--- src/rtl/rst_sup_pkg.sv ---
package rst_sup_pkg;
  typedef enum logic [1:0] {
    CAUSE_NONE   = 2'd0,
    CAUSE_POR    = 2'd1,
    CAUSE_SUPPLY = 2'd2,
    CAUSE_MANUAL = 2'd3
  } cause_e;
endpackage

--- src/rtl/rst_sup_qual.sv ---
module rst_sup_qual #(
  parameter int unsigned SYNC_STAGES = 2,
  parameter int unsigned QUAL_CYC    = 50
) (
  input  logic clk_i,
  input  logic rst_ni,
  input  logic req_i,
  output logic act_o
);
  localparam int unsigned CW = $clog2(QUAL_CYC + 1);

  logic          req_s;
  logic [CW-1:0] cnt_q;
  logic          act_q;

  if (SYNC_STAGES > 0) begin : g_sync
    logic [SYNC_STAGES-1:0] sync_q;
    always_ff @(posedge clk_i or negedge rst_ni) begin
      if (!rst_ni) sync_q <= '0;
      else         sync_q <= {sync_q[SYNC_STAGES-2:0], req_i};
    end
    assign req_s = sync_q[SYNC_STAGES-1];
  end else begin : g_nosync
    assign req_s = req_i;
  end

  // counter clears on any inactive sample: only an unbroken run qualifies
  always_ff @(posedge clk_i or negedge rst_ni) begin
    if (!rst_ni) begin
      cnt_q <= '0;
      act_q <= 1'b0;
    end else if (!req_s) begin
      cnt_q <= '0;
      act_q <= 1'b0;
    end else if (cnt_q == CW'(QUAL_CYC - 1)) begin
      act_q <= 1'b1;
    end else begin
      cnt_q <= cnt_q + 1'b1;
    end
  end

  assign act_o = act_q;

  AST_QUAL_NEEDS_REQ: assert property (@(posedge clk_i) disable iff (!rst_ni)
    $rose(act_q) |-> $past(req_s));
  AST_QUAL_DROPS: assert property (@(posedge clk_i) disable iff (!rst_ni)
    !req_s |=> !act_q);
endmodule

--- src/rtl/rst_sup_timer.sv ---
module rst_sup_timer
  import rst_sup_pkg::*;
#(
  parameter int unsigned TIMEOUT_CYC = 60_000_000
) (
  input  logic   clk_i,
  input  logic   rst_ni,
  input  logic   sup_act_i,
  input  logic   mr_act_i,
  output logic   rst_act_o,
  output cause_e cause_o
);
  localparam int unsigned TW = $clog2(TIMEOUT_CYC + 1);

  logic [TW-1:0] tcnt_q;
  logic          rst_q;
  cause_e        cause_q;

  always_ff @(posedge clk_i or negedge rst_ni) begin
    if (!rst_ni) begin
      rst_q   <= 1'b1;
      tcnt_q  <= '0;
      cause_q <= CAUSE_POR;
    end else if (sup_act_i || mr_act_i) begin
      rst_q   <= 1'b1;
      tcnt_q  <= '0;
      cause_q <= sup_act_i ? CAUSE_SUPPLY : CAUSE_MANUAL;
    end else if (rst_q) begin
      if (tcnt_q == TW'(TIMEOUT_CYC - 1)) begin
        rst_q   <= 1'b0;
        tcnt_q  <= '0;
        cause_q <= CAUSE_NONE;
      end else begin
        tcnt_q <= tcnt_q + 1'b1;
      end
    end
  end

  assign rst_act_o = rst_q;
  assign cause_o   = cause_q;

  AST_CAUSE_HOLDS: assert property (@(posedge clk_i) disable iff (!rst_ni)
    (sup_act_i || mr_act_i) |=> rst_q);
  AST_RELEASE_IDLE: assert property (@(posedge clk_i) disable iff (!rst_ni)
    $fell(rst_q) |-> (!$past(sup_act_i) && !$past(mr_act_i)));
  AST_CAUSE_CLEARED: assert property (@(posedge clk_i) disable iff (!rst_ni)
    !rst_q |-> (cause_q == CAUSE_NONE));
endmodule

--- src/rtl/rst_supervisor.sv ---
module rst_supervisor
  import rst_sup_pkg::*;
#(
  parameter int unsigned TIMEOUT_CYC  = 60_000_000,
  parameter int unsigned MR_ACCEPT_CYC = 50,
  parameter int unsigned SUP_QUAL_CYC  = 5000,
  parameter bit          OPEN_DRAIN    = 1'b0
) (
  input  logic       clk_i,
  input  logic       rst_ni,
  input  logic       supply_low_i,
  input  logic       mr_ni,
  output logic       rst_no,
  output logic       rst_oe_o,
  output logic [1:0] cause_o
);
  logic   mr_act, sup_act, rst_act;
  cause_e cause;

  rst_sup_qual #(.SYNC_STAGES(2), .QUAL_CYC(MR_ACCEPT_CYC)) u_mr_qual (
    .clk_i, .rst_ni, .req_i(~mr_ni), .act_o(mr_act)
  );

  rst_sup_qual #(.SYNC_STAGES(0), .QUAL_CYC(SUP_QUAL_CYC)) u_sup_qual (
    .clk_i, .rst_ni, .req_i(supply_low_i), .act_o(sup_act)
  );

  rst_sup_timer #(.TIMEOUT_CYC(TIMEOUT_CYC)) u_timer (
    .clk_i, .rst_ni, .sup_act_i(sup_act), .mr_act_i(mr_act),
    .rst_act_o(rst_act), .cause_o(cause)
  );

  if (OPEN_DRAIN) begin : g_od
    assign rst_no   = 1'b0;
    assign rst_oe_o = rst_act;
  end else begin : g_pp
    assign rst_no   = ~rst_act;
    assign rst_oe_o = 1'b1;
  end

  assign cause_o = cause;

  AST_PIN_ASSERTS: assert property (@(posedge clk_i) disable iff (!rst_ni)
    (mr_act || sup_act) |=> (OPEN_DRAIN ? (rst_oe_o && !rst_no) : !rst_no));
  AST_PIN_IDLE: assert property (@(posedge clk_i) disable iff (!rst_ni)
    (cause_o == 2'd0) |-> (OPEN_DRAIN ? !rst_oe_o : (rst_no && rst_oe_o)));
endmodule

--- config.mk ---
export PLATFORM = sky130hd
export DESIGN_NAME = rst_supervisor
export DESIGN_NICKNAME = d
export VERILOG_FILES = /design/src/rtl/rst_sup_pkg.sv /design/src/rtl/rst_sup_qual.sv /design/src/rtl/rst_sup_timer.sv /design/src/rtl/rst_supervisor.sv
export SDC_FILE = /design/constraint.sdc
export NUM_CORES = 1
export LEC_CHECK = 0
export CORE_MARGIN = 5
export CORE_UTILIZATION = 52
export CTS_CLUSTER_DIAMETER = 100
export DETAILED_ROUTE_END_ITERATION = 8
export MAX_ROUTING_LAYER = met4
export PLACE_DENSITY = 0.8
export SLEW_MARGIN = 20
export SYNTH_ARGS = -nofsm -noshare
export SYNTH_HDL_FRONTEND = slang
export SYNTH_HIERARCHICAL = 1
export SYNTH_SLANG_ARGS = --single-unit
--- constraint.sdc ---
create_clock -name clk_i -period 3.8 [get_ports clk_i]
set_input_delay 0.76 -clock clk_i [delete_from_list [all_inputs] [get_ports clk_i]]
set_output_delay 0.76 -clock clk_i [all_outputs]
set_load 0.1 [all_outputs]
==> results.toml, run 1 <==
[run_status]
outcome = "complete, no violations"

[global_route]
grt_overflow = 0
grt_pass1_vias = 2164
use_met3_pct = 4.541
grt_pass1_wl_mm = 10.34
grt_usage_pct = 18.50
antenna_found_initial = 0
grt_max_degree = 34
gr-usage-met2_pct = 29.56
grt-busiest-layer = "met2"
grt_use_met1_pct = 23.54

[final_layout]
layout_common_cells = "dfrtp_1, nand2_1, nor2_1"
mostFrequentLayoutCell = "dfrtp_1"
drive_above_1_share_pct = 10.00
num_antenna_cells = 0
syn_to_final_growth_pct = 6.848
postLayoutCoreUtil_pct = 56.34
final_cells = 372
nets = 307

[clocking]
post_cts.repair.setup_buffers = 0
cts_tree = "built"
h-tree-depth = 2
cts_hold_buf = 0
cts_buffer_depth = 2
clock-root-buffer = "clkbuf_8"
post_cts_resized = 0
insertion_delay_ps = 310
numClockSinks = 52
clk_pin_slew_ps = 90
numCtsBuffers = 5

[critical_path]
cp_slowest_cell = "clkdlybuf4s50_1"
crit_chain = "inv_1 -> clkdlybuf4s50_1"
criticalPathCategory = "register to output port"
critPathLaunchType = "register"
worst_r2r_endpoint = "u_timer/tcnt_q[21]"
worstRegToRegCells = 5
worstSetupStartpoint = "u_timer/rst_act_o"
reg2reg_slack_ps = 1740
max_stage_delay_ps = 970
crit_fanout = 20
worst_ep_required_time_ps = 3040
cp_data_arrival_time_ps = 2100
end_kind = "output port"
crit_end = "rst_no"
r2r-start = "u_timer/tcnt_q[21]"

[power]
power_density_nw_per_um2 = 321.9
ir_drop_mv = 0.2955
power.leakage_nw = 1.271

[detailed_routing]
vias_per_cell = 6.237
routedWlPerCell_microns = 16.27
drt_iter0_drc = 257
ant_nets = 0
first_pass_iters = 5
drc = 0
vias = 2320
wl_mm = 6.054

[die]
dieArea_sq_um = 7062
core_sq_um = 5405
start_util_pct = 52.73
io_pins = 8
fp-row-count = 27
fp.dieW_microns = 84.04
die_y_microns = 84.04

[place]
portBuffers = 6
placed_cells = 364
gp_congestion = 0.9198
dp_hpwl_mm = 4.214

[yosys]
synth_area_sq_um = 2850
synth_nets = 302
ys_ff_latch = 52
syn_inst = 294
ys_seq_area_share_pct = 45.74
ys_async_sr_fraction_pct = 100.0
synth_edf_count = 0
avgSynthCellArea_sq_um = 9.695
ys_types = 57
yosysWarnings = 6
synth_ff_type = "dfrtp_1"

[timing]
worstMarginPinSlew_ps = 968.1
max_freq_mhz = 350.1
hold_viol_final = 0
rsz0062_at_grt = "no"
drv_slew = 0
finalClockSkew_ps = 8.153
period_minus_slack_ps = 2856
slew_headroom_pct = 35.25
finalSetupTns_ps = 0
setup_violations = 0
final.period_utilization_pct = 75.17

[hold_path]
min_path_type = "register to register"

[flow_run]
cap_violations = 0
per-layer routing:
layer	vias to the layer above	wire length [microns]
met3	8	349
met1	1132	2689
li1	1099	-
met5	-	0
met2	81	2936
met4	0	78
metrics by stage:
step	total power, W	area, sq um	setup slack, ps	hold WS (ps)
floorplan	0.0005953	2850	2074	331.2
global placement	0.0006121	2938	1276	332.3
detailed placement	0.0006146	2938	1270	337.3
CTS	0.0009919	3045	922.5	358.1
global route	0.001026	3045	861.5	389.2
finish	0.0009802	3045	943.5	361.0
final cells by class:
class                           count  area [sq um]
Multi-Input combinational cell    222          1436
Sequential cell                    52          1304
Inverter                           10         37.54
Clock inverter                      2         35.03
Tap cell                           72         90.09
Fill cell                         480          2360
Clock buffer                        6         72.57
Timing Repair Buffer                8         70.07
cells in the mapped netlist, types with 3 or more instances:
master,instances,area [sq um]
inv_1,10,37.54
and2_1,3,18.77
o211ai_1,3,22.52
or3_1,6,37.54
nand3_1,12,60.06
and4_1,3,26.28
nor4_1,6,37.54
clkbuf_1,3,11.26
xor2_1,9,78.83
a21oi_1,18,90.09
dfrtp_1,50,1251
or4_1,9,67.56
o31ai_1,8,60.06
xnor2_1,6,52.55
and3_1,9,56.30
nor4b_1,4,35.03
ha_1,4,50.05
o21ai_0,16,80.08
nand2_1,23,86.33
nand4_1,12,75.07
o21a_1,3,22.52
nor3_1,6,30.03
nor2_1,22,82.58
nand3_2,3,30.03
a31o_2,3,26.28
kinds of logic after synthesis:
kind of cell | synth area share [%]
and+or+nand+nor | 29.02
adders and majority gates | 1.756
buffers and inverters | 3.863
other | 0.1316
muxes | 0.3951
AOI/OAI and AO/OA | 14.49
xor gates and xnor gates | 4.609
DFF | 45.74
sequential cells by signal, indices dropped and copies added, names as in the netlist:
register and count:
u_mr_qual/act_o 1, u_mr_qual/cnt_q 6, u_mr_qual/g_sync.sync_q 2, u_sup_qual/act_o 1
u_sup_qual/cnt_q 13, u_timer/cause_o 2, u_timer/rst_act_o 1, u_timer/tcnt_q 26
worst min path at each step:
| stage | start | end | slack (ps) | depth (start not counted) |
|---|---|---|---|---|
| 4_1_cts | u_mr_qual/g_sync.sync_q[0] | u_mr_qual/g_sync.sync_q[1] | 360 | 0 |
| 5_1_grt | u_mr_qual/g_sync.sync_q[0] | u_mr_qual/g_sync.sync_q[1] | 390 | 0 |
| 6_report | u_mr_qual/g_sync.sync_q[0] | u_mr_qual/g_sync.sync_q[1] | 360 | 0 |
| 2_1_floorplan | u_mr_qual/g_sync.sync_q[0] | u_mr_qual/g_sync.sync_q[1] | 330 | 0 |
| 3_5_place_dp | u_mr_qual/g_sync.sync_q[0] | u_mr_qual/g_sync.sync_q[1] | 340 | 0 |
| 3_3_place_gp | u_mr_qual/g_sync.sync_q[0] | u_mr_qual/g_sync.sync_q[1] | 330 | 0 |
where the power goes:
part	internal (W)	switching, W
logic	0.0000112	0.0000239
registers	0.000559	0.00000882
clock network	0.000196	0.000182
total	0.000766	0.000214
worst max-delay path, delay by kind of cell, from the launching register on:
kind / cells / cell delay (ps)
DFF: 1 / 740
buffers and inverters: 2 / 1040
Power figures use the tool's default switching activity.
==> inputs of run 2 (changes only) <==
==> constraint.sdc (replaced) <==
create_clock -name clk_i -period 2.65 [get_ports clk_i]
set_input_delay 0.53 -clock clk_i [delete_from_list [all_inputs] [get_ports clk_i]]
set_output_delay 0.53 -clock clk_i [all_outputs]
set_load 0.1 [all_outputs]
==> results.toml, run 2 (same netlist as run 1, synthesis figures left out) <==
[run_status]
outcome = "complete, no violations"

[timing]
setup_violations = 0
slew_headroom_pct = 49.66
period_minus_slack_ps = 2028
finalClockSkew_ps = 11.37
hold_slack_ps = 179.3
final.period_utilization_pct = 76.51
hold_viol_final = 0
finalSetupTns_ps = 0
worstMarginPinSlew_ps = 745.6
max_freq_mhz = 493.2
rsz0062_at_grt = "no"
drv_slew = 0

[detailed_routing]
routedWlPerCell_microns = 15.70
ant_nets = 0
drc = 0
vias_per_cell = 6.384
vias = 2394
drt_iter0_drc = 284
wl_mm = 5.886
first_pass_iters = 5

[critical_path]
cp_data_arrival_time_ps = 2260
critPathBufInv = 0
criticalPathCategory = "register to register"
max_stage_delay_ps = 530
worstRegToRegCells = 5
crit_fanout = 8
cp_top_family = "simple AND/OR/NAND/NOR gates"
crit_chain = "nand4_2 -> nor4_4 -> nand3_2 -> or4_1 -> a31oi_1"
cp.depth = 5
worst_ep_required_time_ps = 2880
cp_slowest_cell = "nor4_4"
critPathLaunchType = "register"
end_kind = "register"

[final_layout]
num_antenna_cells = 0
top_register = "u_timer/tcnt_q"
layout_common_cells = "dfrtp_1, nand2_1, nor2_1"
largest_reg_flops = 26
syn_to_final_growth_pct = 6.936
nets = 310
fillers = 479
mostFrequentLayoutCell = "dfrtp_1"
drive_above_1_share_pct = 12.21
final_cells = 375
reg_top3 = "u_timer/tcnt_q: 26 flops, u_sup_qual/cnt_q: 13 flops, u_mr_qual/cnt_q: 6 flops"

[die]
die_y_microns = 84.04
io_pins = 8
core_sq_um = 5405
start_util_pct = 52.73
dieArea_sq_um = 7062
fp-row-count = 27
fp.dieW_microns = 84.04

[place]
portBuffers = 6
dp_hpwl_mm = 4.137
gp_congestion = 0.8924
placed_cells = 367

[power]
power.leakage_nw = 1.282
ir_drop_mv = 0.3310
power_density_nw_per_um2 = 441.2

[global_route]
grt_overflow = 0
grt_usage_pct = 18.05
grt_pass1_vias = 2263
antenna_found_initial = 0
grt_max_degree = 32
grt_pass1_wl_mm = 10.32

[clocking]
h-tree-depth = 2
cts_hold_buf = 0
numClockSinks = 52
clock-root-buffer = "clkbuf_8"
cts_buffer_depth = 2
insertion_delay_ps = 310
numCtsBuffers = 5
cts_tree = "built"
post_cts_resized = 0
post_cts.repair.setup_buffers = 0
clk_pin_slew_ps = 110

[flow_run]
cap_violations = 0

[hold_path]
min_path_type = "input pin to asynchronous set/reset pin"
==> run 2: cell type report <==
class / count / area (sq um) / share of cell area (%)
multi-input combinational: 222 / 1436 / 47.13
sequential: 52 / 1304 / 42.78
tap: 72 / 90.09 / 2.956
timing repair buffer: 11 / 85.08 / 2.791
clock buffer: 5 / 68.82 / 2.258
inverter: 10 / 37.54 / 1.232
clock inverter: 3 / 26.28 / 0.8621
==> run 2: worst paths after layout <==
check | from | end | slack (ps)
setup / recovery | u_timer/tcnt_q[9] | u_timer/tcnt_q[23] | 620
hold / removal | rst_ni | u_timer/tcnt_q[14] | 180
setup reg to reg | u_timer/tcnt_q[9] | u_timer/tcnt_q[23] | 620
hold reg to reg | u_mr_qual/g_sync.sync_q[0] | u_mr_qual/g_sync.sync_q[1] | 360
max in group asynchronous | rst_ni | u_timer/cause_o[0] | 2080
min in group clk_i | u_mr_qual/g_sync.sync_q[0] | u_mr_qual/g_sync.sync_q[1] | 360
==> run 2: through the flow <==
step	cell area (sq um)	total power, W	utilization [%]	worst slack, ps
final	3048	0.001345	56.39	622.4
after global routing	3048	0.001403	56.39	465.2
after CTS	3048	0.001357	56.39	619.9
after detailed placement	2953	0.0008812	54.63	659.5
after global placement	2953	0.0008788	54.63	705.1
after floorplan	2850	0.0008537	-	924.1
==> run 2: where the power goes <==
group / leakage [nW] / internal (W) / total (W) / switching (W)
Clock: 0.0491 / 0.000195 / 0.000481 / 0.000286
Sequential: 0.710 / 0.000802 / 0.000814 / 0.0000121
Combinational: 0.523 / 0.0000169 / 0.0000499 / 0.0000331
==> run 2: layer usage <==
metal	global-route usage, %	vias to the layer above	share of wire [%]
li1	-	1118	-
met1	23.60	1170	45
met2	27.76	87	47
met3	3.949	19	5.7
met4	6.287	0	2.4
met5	-	-	0
